File: src/rtl/i2cm_pkg.sv
package i2cm_pkg;
   typedef enum logic [1:0] {
      OP_START = 2'd0,
      OP_SEND  = 2'd1,
      OP_RECV  = 2'd2,
      OP_STOP  = 2'd3
   } i2cm_op_e;

   localparam int OFS_CTRL = 'h00;
   localparam int OFS_STAT = 'h04;
   localparam int OFS_OWN  = 'h08;
   localparam int OFS_DATA = 'h0C;
   localparam int OFS_LINE = 'h10;
   localparam int MIN_ADDR_W = 5;

   localparam int C_ACKGEN = 7;
   localparam int C_IEN    = 5;
   localparam int C_PEND   = 4;

   localparam int S_BUSY   = 5;
   localparam int S_OE     = 4;
   localparam int S_NACK   = 0;

   localparam logic [1:0] MODE_MRX = 2'd2;
   localparam logic [1:0] MODE_MTX = 2'd3;
endpackage

File: src/rtl/i2cm_cmd_port.sv
module i2cm_cmd_port
   import i2cm_pkg::*;
(
   input  logic     clk,
   input  logic     rst_n,
   input  logic     issue,
   input  i2cm_op_e issue_op,
   input  logic [7:0] issue_data,
   output logic     cmd_valid,
   input  logic     cmd_ready,
   output i2cm_op_e cmd_op,
   output logic [7:0] cmd_data,
   input  logic     done,
   output logic     inflight
);
   always_ff @(posedge clk or negedge rst_n) begin
      if (!rst_n) begin
         cmd_valid <= 1'b0;
         cmd_op    <= OP_STOP;
         cmd_data  <= '0;
         inflight  <= 1'b0;
      end else begin
         if (issue) begin
            cmd_valid <= 1'b1;
            cmd_op    <= issue_op;
            cmd_data  <= issue_data;
            inflight  <= 1'b1;
         end else begin
            if (cmd_valid && cmd_ready) cmd_valid <= 1'b0;
            if (done) inflight <= 1'b0;
         end
      end
   end
endmodule

File: src/rtl/i2cm_rd_mux.sv
module i2cm_rd_mux
   import i2cm_pkg::*;
#(
   parameter int ADDR_W    = 5,
   parameter bit RDATA_REG = 1'b0
) (
   input  logic              clk,
   input  logic              rst_n,
   input  logic [ADDR_W-1:0] addr,
   input  logic [7:0]        ctrl,
   input  logic [7:0]        stat,
   input  logic [7:0]        own,
   input  logic [7:0]        data,
   input  logic [7:0]        line,
   output logic [7:0]        rdata
);
   logic [7:0] sel_val;

   always_comb begin
      case (addr)
         ADDR_W'(OFS_CTRL): sel_val = ctrl;
         ADDR_W'(OFS_STAT): sel_val = stat;
         ADDR_W'(OFS_OWN):  sel_val = own;
         ADDR_W'(OFS_DATA): sel_val = data;
         ADDR_W'(OFS_LINE): sel_val = line;
         default:           sel_val = 8'h00;
      endcase
   end

   generate
      if (RDATA_REG) begin : g_reg
         always_ff @(posedge clk or negedge rst_n) begin
            if (!rst_n) rdata <= 8'h00;
            else        rdata <= sel_val;
         end
      end else begin : g_comb
         assign rdata = sel_val;
      end
   endgenerate
endmodule

File: src/rtl/i2cm_master_ctl.sv
module i2cm_master_ctl
   import i2cm_pkg::*;
#(
   parameter int         ADDR_W    = 5,
   parameter logic [7:0] RST_DATA  = 8'hFF,
   parameter logic [7:0] RST_OWN   = 8'hFF,
   parameter bit         RDATA_REG = 1'b0
) (
   input  logic              clk,
   input  logic              rst_n,
   input  logic              host_req,
   input  logic              host_wr,
   input  logic [ADDR_W-1:0] host_addr,
   input  logic [7:0]        host_wdata,
   output logic [7:0]        host_rdata,
   output logic              host_ready,
   output logic              irq,
   output logic [7:0]        line_ctl,
   output logic              eng_cmd_valid,
   input  logic              eng_cmd_ready,
   output logic [1:0]        eng_cmd_op,
   output logic [7:0]        eng_cmd_data,
   input  logic              eng_done,
   input  logic              eng_nack,
   input  logic [7:0]        eng_rdata
);
   localparam logic [ADDR_W-1:0] A_CTRL = ADDR_W'(OFS_CTRL);
   localparam logic [ADDR_W-1:0] A_STAT = ADDR_W'(OFS_STAT);
   localparam logic [ADDR_W-1:0] A_OWN  = ADDR_W'(OFS_OWN);
   localparam logic [ADDR_W-1:0] A_DATA = ADDR_W'(OFS_DATA);
   localparam logic [ADDR_W-1:0] A_LINE = ADDR_W'(OFS_LINE);

   generate
      if (ADDR_W < MIN_ADDR_W) begin : g_bad_addr_w
         $error("ADDR_W too small for the register window");
      end
   endgenerate

   logic [7:0] ctrl_q, ctrl_n, stat_q, stat_n, own_q, own_n;
   logic [7:0] data_q, data_n, line_q, line_n;
   logic       held_q, held_n, irq_q, irq_n;
   i2cm_op_e   last_op_q, last_op_n;
   logic       issue;
   i2cm_op_e   issue_op;
   logic [7:0] issue_data;
   logic       inflight;
   i2cm_op_e   cmd_op;
   logic       acc;
   logic [1:0] mode;

   assign host_ready = !inflight;
   assign acc        = host_req && !inflight;
   assign mode       = stat_q[7:6];

   always_comb begin
      ctrl_n = ctrl_q;  stat_n = stat_q;  own_n = own_q;
      data_n = data_q;  line_n = line_q;
      held_n = held_q;  irq_n  = irq_q;
      issue  = 1'b0;    issue_op = OP_STOP;  issue_data = data_q;

      if (eng_done) begin
         unique case (last_op_q)
            OP_START: begin
               if (eng_nack && ctrl_q[C_ACKGEN]) begin
                  stat_n[S_NACK] = 1'b1;
                  if (ctrl_q[C_IEN]) begin ctrl_n[C_PEND] = 1'b1; irq_n = 1'b1; end
               end else if (mode == MODE_MRX) begin
                  issue    = 1'b1;
                  issue_op = OP_RECV;
               end else if (ctrl_q[C_IEN]) begin
                  ctrl_n[C_PEND] = 1'b1; irq_n = 1'b1;
               end
            end
            OP_SEND: begin
               if (eng_nack && ctrl_q[C_ACKGEN]) stat_n[S_NACK] = 1'b1;
               if (ctrl_q[C_IEN]) begin ctrl_n[C_PEND] = 1'b1; irq_n = 1'b1; end
            end
            OP_RECV: begin
               data_n = eng_rdata;
               if (ctrl_q[C_IEN]) begin ctrl_n[C_PEND] = 1'b1; irq_n = 1'b1; end
            end
            default: ;
         endcase
      end else if (acc && host_wr) begin
         unique case (host_addr)
            A_CTRL: begin
               ctrl_n = {host_wdata[7:5], ctrl_q[C_PEND], host_wdata[3:0]};
               if (ctrl_q[C_PEND] && !host_wdata[C_PEND]) begin
                  ctrl_n[C_PEND] = 1'b0;
                  irq_n = 1'b0;
                  if (!host_wdata[C_IEN]) stat_n[S_BUSY] = 1'b0;
                  if (stat_n[S_BUSY]) begin
                     if (!held_q) begin
                        if (mode == MODE_MTX || mode == MODE_MRX) begin
                           issue    = 1'b1;
                           issue_op = (mode == MODE_MTX) ? OP_SEND : OP_RECV;
                           held_n   = 1'b1;
                           stat_n[S_NACK] = 1'b0;
                        end
                     end else begin
                        ctrl_n[C_PEND] = 1'b1;
                        irq_n = 1'b1;
                     end
                  end
               end
            end
            A_STAT: begin
               stat_n = {host_wdata[7:6], stat_q[S_BUSY], host_wdata[4:0]};
               if (!host_wdata[S_OE]) begin
                  stat_n[S_BUSY] = 1'b0;
                  held_n = 1'b0;
                  irq_n  = 1'b0;
               end else if (host_wdata[7]) begin
                  if (host_wdata[S_BUSY]) begin
                     stat_n[S_NACK] = 1'b0;
                     stat_n[S_BUSY] = 1'b1;
                     held_n   = 1'b1;
                     issue    = 1'b1;
                     issue_op = OP_START;
                  end else begin
                     issue    = 1'b1;
                     issue_op = OP_STOP;
                     held_n   = 1'b0;
                     if (!ctrl_q[C_PEND]) stat_n[S_BUSY] = 1'b0;
                  end
               end
            end
            A_OWN:  if (!stat_q[S_OE]) own_n = host_wdata;
            A_DATA: begin
               if (stat_q[S_OE]) begin
                  data_n = host_wdata;
                  held_n = 1'b0;
                  if (mode == MODE_MTX && stat_q[S_BUSY] && !ctrl_q[C_PEND]) begin
                     issue      = 1'b1;
                     issue_op   = OP_SEND;
                     issue_data = host_wdata;
                     held_n     = 1'b1;
                     stat_n[S_NACK] = 1'b0;
                  end
               end
            end
            A_LINE: line_n = host_wdata;
            default: ;
         endcase
      end else if (acc && host_addr == A_DATA) begin
         held_n = 1'b0;
         if (mode == MODE_MRX && stat_q[S_BUSY] && !ctrl_q[C_PEND]) begin
            issue    = 1'b1;
            issue_op = OP_RECV;
            held_n   = 1'b1;
            stat_n[S_NACK] = 1'b0;
         end
      end
      last_op_n = issue ? issue_op : last_op_q;
   end

   always_ff @(posedge clk or negedge rst_n) begin
      if (!rst_n) begin
         ctrl_q <= 8'h00;  stat_q <= 8'h00;  own_q <= RST_OWN;
         data_q <= RST_DATA;  line_q <= 8'h00;
         held_q <= 1'b0;  irq_q <= 1'b0;  last_op_q <= OP_STOP;
      end else begin
         ctrl_q <= ctrl_n;  stat_q <= stat_n;  own_q <= own_n;
         data_q <= data_n;  line_q <= line_n;
         held_q <= held_n;  irq_q <= irq_n;  last_op_q <= last_op_n;
      end
   end

   i2cm_cmd_port u_cmd (
      .clk        (clk),
      .rst_n      (rst_n),
      .issue      (issue),
      .issue_op   (issue_op),
      .issue_data (issue_data),
      .cmd_valid  (eng_cmd_valid),
      .cmd_ready  (eng_cmd_ready),
      .cmd_op     (cmd_op),
      .cmd_data   (eng_cmd_data),
      .done       (eng_done),
      .inflight   (inflight)
   );

   i2cm_rd_mux #(.ADDR_W(ADDR_W), .RDATA_REG(RDATA_REG)) u_rd (
      .clk   (clk),
      .rst_n (rst_n),
      .addr  (host_addr),
      .ctrl  (ctrl_q),
      .stat  (stat_q),
      .own   (own_q),
      .data  (data_q),
      .line  (line_q),
      .rdata (host_rdata)
   );

   assign eng_cmd_op = cmd_op;
   assign irq        = irq_q;
   assign line_ctl   = line_q;
endmodule

File: config.mk
export PLATFORM = sky130hd
export DESIGN_NAME = i2cm_master_ctl
export DESIGN_NICKNAME = d
export VERILOG_FILES = /design/src/rtl/i2cm_pkg.sv /design/src/rtl/i2cm_cmd_port.sv /design/src/rtl/i2cm_rd_mux.sv /design/src/rtl/i2cm_master_ctl.sv
export SDC_FILE = /design/constraint.sdc
export NUM_CORES = 1
export LEC_CHECK = 0
export ABC_AREA = 1
export BUFFER_PORTS_ARGS = -buffer_cell sky130_fd_sc_hd__buf_2
export CAP_MARGIN = 20
export CORE_UTILIZATION = 36
export CTS_CLUSTER_SIZE = 24
export DETAILED_ROUTE_END_ITERATION = 10
export SKIP_CTS_REPAIR_TIMING = 1
export SLEW_MARGIN = 0
export SYNTH_ARGS = -nofsm -noshare
export SYNTH_HDL_FRONTEND = slang
export SYNTH_HIERARCHICAL = 1
export SYNTH_SLANG_ARGS = --single-unit
File: constraint.sdc
create_clock -name clk -period 2 [get_ports clk]
set_clock_uncertainty 0.2 [all_clocks]
set_input_delay 0.4 -clock clk [delete_from_list [all_inputs] [get_ports clk]]
set_output_delay 0.4 -clock clk [all_outputs]
set_load 0.02 [all_outputs]
# Yosys cells after proc, flatten, opt, wreduce, memory -nomap -nowiden
# Index checks and enable logic that the tools add are counted.
[classes] add_sub_neg=0 n_mul=0 div_mod_pow=0 order_cmp=0 eq_ne=30 shifts=0 n_mux=104 bitwise=2 reduce_logical=40
[ops] op="8-bit 2-to-1 mux" n=10
[ops] op="1-bit 2-to-1 mux" n=70
[ops] op="8-bit one-hot mux with 5 select lines" n=1
[ops] op="4-bit inequality test, second input constant" n=9
[ops] op="2-bit 2-to-1 mux" n=13
[ops] op="3-bit inequality test, second input constant" n=6
[ops] op="2-bit nonzero test" n=9
[ops] op="6-bit AND reduction" n=2
[ops] op="11-bit AND reduction" n=1
[ops] op="5-bit by 4-bit equality test with 1-bit output, second input constant" n=2
[ops] op="1-bit logical AND" n=10
[ops] op="5-bit 2-to-1 mux" n=2
[ops] op="1-bit one-hot mux with 3 select lines" n=3
[ops] op="3-bit AND reduction" n=3
[ops] op="3-bit nonzero test" n=3
[ops] op="1-bit one-hot mux with 2 select lines" n=4
[ops] op="4-bit AND reduction" n=2
[ops] op="7-bit AND reduction" n=1
[ops] op="2-bit equality test, second input constant" n=3
[ops] op="2-bit one-hot mux with 3 select lines" n=1
[ops] op="5-bit by 3-bit equality test with 1-bit output, second input constant" n=1
[ops] op="5-bit equality test, second input constant" n=1
[ops] op="5-bit zero test" n=1
[ops] op="5-bit by 2-bit inequality test with 1-bit output, second input constant" n=1
[ops] op="other kinds (11)" n=17
[word_totals] ff_bits=54 latchBits=0 ram_bits=0 mem_bits_ro=0 input_bits=28 output_inout_bits=29 word_cells=190 memories=0

# Logic depth before layout (Yosys ltp)
[logic_depth] depth_word=12 ltp_mapped=14 ltp_nobuf=13

# Cells and area by module
# The synthesis kept the hierarchy.
[by_module_without_submodules] mod="i2cm_master_ctl" instances=1 cells_per_inst=311 area_each_um2=2444.8 seq_area_each_um2=1123.6
[by_module_without_submodules] mod="i2cm_rd_mux" instances=1 cells_per_inst=105 area_each_um2=513.0 seq_area_each_um2=0.0
[by_module_without_submodules] mod="i2cm_cmd_port" instances=1 cells_per_inst=51 area_each_um2=460.4 seq_area_each_um2=302.8

# Least setup slack after synthesis
# OpenSTA, ideal clock, no wires.
[synth_path] path_type="in2reg" startpoint="input host_addr[1]" endpoint="register u_cmd.cmd_data[0]" setup_ns=0.117 t_arrival_ns=1.491 required_ns=1.683 setup_slack_ns=0.191 cell_stages=13 path_buffers=1 path_cell_list="nor2_4 nand2_1 nor2_4 nand2_2 nor2_2 nand2_1 nand2_1 nand2_2 nand2_2 inv_2 buf_6 nand2_1 nand2_1"
[synth_between] elab_chain_len=5 word_cells_on_any_way=11 cone_classes="2 x eq/ne; 7 x mux; 2 x reduce/logical"
[synth_lines] element="start: declaration" line_no="i2cm_master_ctl.sv:13" rtl="input logic [ADDR_W-1:0] host_addr,"
[synth_lines] element="5-bit by 4-bit equality test with 1-bit output" line_no="i2cm_master_ctl.sv:85, i2cm_master_ctl.sv:145"
[synth_lines] element="1-bit logical AND" line_no="i2cm_master_ctl.sv:145" rtl="end else if (acc && host_addr == A_DATA) begin"
[synth_lines] element="1-bit 2-to-1 mux" line_no="i2cm_master_ctl.sv:145"
[synth_lines] element="1-bit 2-to-1 mux (*)" line_no="i2cm_master_ctl.sv:84" rtl="end else if (acc && host_wr) begin"
[synth_lines] element="1-bit 2-to-1 mux (*)" line_no="i2cm_master_ctl.sv:61" rtl="if (eng_done) begin"
[synth_lines] element="named net issue" line_no="i2cm_master_ctl.sv:43" rtl="logic issue;"
[synth_lines] element="end signal: assignment" line_no="i2cm_cmd_port.sv:26" rtl="cmd_data <= issue_data;"
[synth_lines] element="end: declaration" line_no="i2cm_cmd_port.sv:12" rtl="output logic [7:0] cmd_data,"
# Mark *: on every way through the listed nets, which the timed path passes. The rest lies on a longest branch.
# A chain may end at the register's enable or synchronous reset.

# Worst setup path after layout
[layout_path] startpoint="input host_addr[0]" endpoint="output host_rdata[4]"
[layout_between] elab_chain_len=2 word_cells_on_any_way=6 cone_classes="4 x eq/ne; 1 x mux; 1 x reduce/logical"
[layout_lines] element="5-bit equality test, or another cell as far along" line_no="i2cm_rd_mux.sv:20" rtl="case (addr)"
[layout_lines] element="8-bit one-hot mux with 5 select lines (*)" line_no="i2cm_rd_mux.sv:20"
[layout_lines] element="end: declaration" line_no="i2cm_master_ctl.sv:15" rtl="output logic [7:0] host_rdata,"
# Every way passes the cells marked *; elsewhere a longest branch is shown, timed or not.

==> results.md <==
* Post-synth EDFFs at 0
* All-layer global routing usage at between 20 and 25%
* Synth Area in XOR/XNOR at 0%
* Initial antenna violation count at 0
* Yosys top cell by area: dfrtp_1
* Crit. End Element: primary output
* Mux share of post-synthesis cell area at 0%
* Total grt overflow at 0
* Final slew viol count at 0
* Dpl cell area at 4140 um^2
* Vias at between 3000 and 4000
* Async S/R FF share, synth at 100%
* Syn avg cell area at 7.32 um^2
* Hold Crit Depth at 4
* Status: complete, no violations
* Library cells used by synthesis at 31
* Internal at between 1500 and 2000 uW
* Total clock sinks at 56
* Power per Cell Area at roughly 650 nW/um^2
* Finished Cell Area at 4410 um^2
* Final Hold Violating Endpoints at 0
* Max VDD drop at roughly 320 uV
* Synth Area in Adders at around 1.1%
* Fraction of layout cells with a size suffix above 1 at 30.8%
* Row count at 35
* Num CTS Buffers at 5
* I/O Pins at 57
* Post-route antenna net violation count at 0
* Worst hold path class: input pin to flip-flop
* Port Buf Inserts at 56
* Fraction of the mapped netlist area in compound gates at around an eighth
* Yosys reg bits at 56
* Maximum fanout along the worst path at 8
* Die X at roughly 99 um
* Crit-path leading delay family: simple AND/OR/NAND/NOR gates
* R2r startpoint: last_op_q[1]
* Synthesized cell area at 3420 um^2
* Die height at between 90 and 100 um
* Hold path start: eng_cmd_ready
* Req. time, crit path at about 1400 ps
* H-tree Lvls at 2
* Critical path buffer and inverter count at 3
* Vias/cell at around 4.8
* Final min period at roughly 2000 ps
* Psw at between 800 and 900 uW
* Final WL at ~9400 um
* Clock power frac at a little over a quarter
* Worst path slowest cell: nor2_4
* Initial DRC count at 141
* Yosys warns at 6
* Critical path arrival at approximately 1400 ps
* CTS tree: built
* Switch share at 31.0%
* Area Overhead vs Synth at 29.0%
* CTS max path bufs at 2
* Register-to-Register Setup Slack at around 130 ps
* Starting Density at between 30% and 40%
* Sequential area share after synthesis at approximately two fifths
* Synth Instances at 467
* Most used DFF post-synth: dfrtp_1
* CORE AREA at a little over 9000 um^2
* CTS root buffer: clkbuf_8
* Startpoint types: input pin
* Tot Pwr at 2870 uW
* Number of remaining DRC errors at 0
* CTS clk-pin slew, worst paths at ~100 ps
* Worst reg2reg endpoint: ctrl_q[4]
* Synthesized Nets at 498
* Final setup viols at 0
* Final net count at between 500 and 600
* DR WL/cell at 13.8 um
* Largest family of logic cells by synthesized area: simple AND/OR/NAND/NOR gates
* Slew headroom at 79.2%
* Die Area at between 9000 and 10000 um^2
* Slew at the pin closest to its max-slew limit at about 310 ps
* Hold path endpoint: u_cmd/cmd_valid
* Share of the synthesized area in the top cell type at between 20% and 30%
* DRT Pass-1 Iters at 5
* CP Cell Sequence: buf_8, nor2_4, nand2_4, nor2_4, nand2_1, nand2_1, inv_1, nand2_1, buf_6
* Dpl hpwl at around 7400 um
* Gpl congestion at 0.908
* Leak at around 0.0022 uW
* Synth Area in Simple Gates at between 30% and 40%
* Largest net degree at the start of global routing at 57
* Global-route wire length before repair at approximately 16000 um
* # diodes at 0
* Kind of critical path: input pin to primary output
* Clk_lat worst skew at between 300 and 400 ps
* Sequential Power Share at 49.3%
* Crit share post-route at between 90% and 100%
* Reg2reg path depth at 7
* Logic pwr share at between 20% and 30%
* Max Cap Viol at 0
* F_max at 510 MHz
* Fillers at approximately 900
* Vias in the first global route at a little over 3000
* RSZ-0062 raised after global routing: true
* CP max stage delay at 220 ps
* Top post-synthesis cells by area: dfrtp_1, nand2_1, dfstp_2
* Cell mode on critical path: nand2_1
## worst min-delay path, cell delays in order
cell     delay [ps]
buf_2            70
inv_1            30
nand2_1          40
nand2_1          40
## kinds of logic after synthesis
group,Yosys count
AOI/OAI and AO/OA,71
DFF,56
adders and majority gates,3
and+or+nand+nor,269
buffers and inverters,68
## flip-flops by register name (all words and copies together), names as in the netlist, 2 cells and up
signal,cells
u_cmd/cmd_op,2
stat_q,8
data_q,8
ctrl_q,8
own_q,8
u_cmd/cmd_data,8
last_op_q,2
line_ctl,8
## worst max path at each step
stage / from / end / slack [ps] / cells past startpoint
after floorplan: host_addr[1] / u_cmd/cmd_data[0] / 190 / 13
after global placement: host_addr[1] / u_cmd/cmd_op[0] / -30 / 12
after detailed placement: host_addr[1] / u_cmd/cmd_op[0] / -50 / 12
after CTS: host_addr[1] / host_rdata[5] / -40 / 9
after global routing: host_addr[0] / host_rdata[4] / -30 / 9
final: host_addr[0] / host_rdata[4] / 40 / 9
## power by group through the flow
| stage | logic, uW | clock network, uW | registers, uW |
|---|---|---|---|
| 2_1_floorplan | 299 | 0 | 1500 |
| 3_3_place_gp | 647 | 0 | 1430 |
| 3_5_place_dp | 653 | 0 | 1430 |
| 4_1_cts | 654 | 808 | 1410 |
| 5_1_grt | 748 | 853 | 1430 |
| 6_report | 669 | 787 | 1410 |
## placed cells by master, fill, tap and decap left out, types with 4 or more instances in the layout
master / n
buf_4: 33
inv_2: 8
nor2_1: 40
dfrtp_1: 35
nand3_2: 4
nand3_1: 14
o21ai_0: 27
buf_12: 8
clkbuf_8: 6
dfstp_2: 20
nand4_1: 22
buf_2: 43
nor2_4: 10
nand2_2: 6
nand2_1: 161
o21ai_1: 25
inv_1: 42
a31oi_1: 6
buf_6: 11
## stage by stage
step	utilization, %	hold slack, ps	std cells	setup TNS (ps)	worst slack [ps]
floorplan	-	-95.6	467	0	191
global placement	44.8	230	676	-145	-32.4
detailed placement	44.8	228	676	-326	-47.9
CTS	46.1	-114	684	-261	-38.8
global route	47.7	115	685	-127	-25.1
finish	47.7	111	685	0	38.7
## per-layer routing
metal | vias to the layer above | part of all wire [%] | GRT usage, %
met5 | - | 0 | 0
met2 | 75 | 50 | 34.5
li1 | 1690 | - | -
met1 | 1497 | 45 | 27.8
met3 | 4 | 4.2 | 2.67
met4 | 0 | 0.71 | 3.51
## final cells by class
cell class / instances / area, um^2 / share of cell area (%)
sequential: 56 / 1430 / 32.4
tap: 129 / 161 / 3.66
clock buffer: 6 / 82.6 / 1.87
inverter: 51 / 194 / 4.40
clock inverter: 2 / 38.8 / 0.879
multi-input combinational: 343 / 1730 / 39.1
timing repair buffer: 98 / 779 / 17.7
## synth_stat cells (2+ instances only)
library cell	count
a21oi_1	4
a31oi_1	6
a31oi_2	2
buf_2	7
buf_4	2
buf_6	6
clkbuf_1	2
dfrtp_1	36
dfstp_2	20
ha_1	3
inv_1	43
inv_2	8
nand2_1	164
nand2_2	5
nand3_1	15
nand3_2	3
nand4_1	22
nand4_2	2
nor2_1	40
nor2_2	5
nor2_4	7
nor3_1	4
o21ai_0	27
o21ai_1	25
o21ai_2	2
o22ai_1	2
Power figures use the tool's default switching activity.
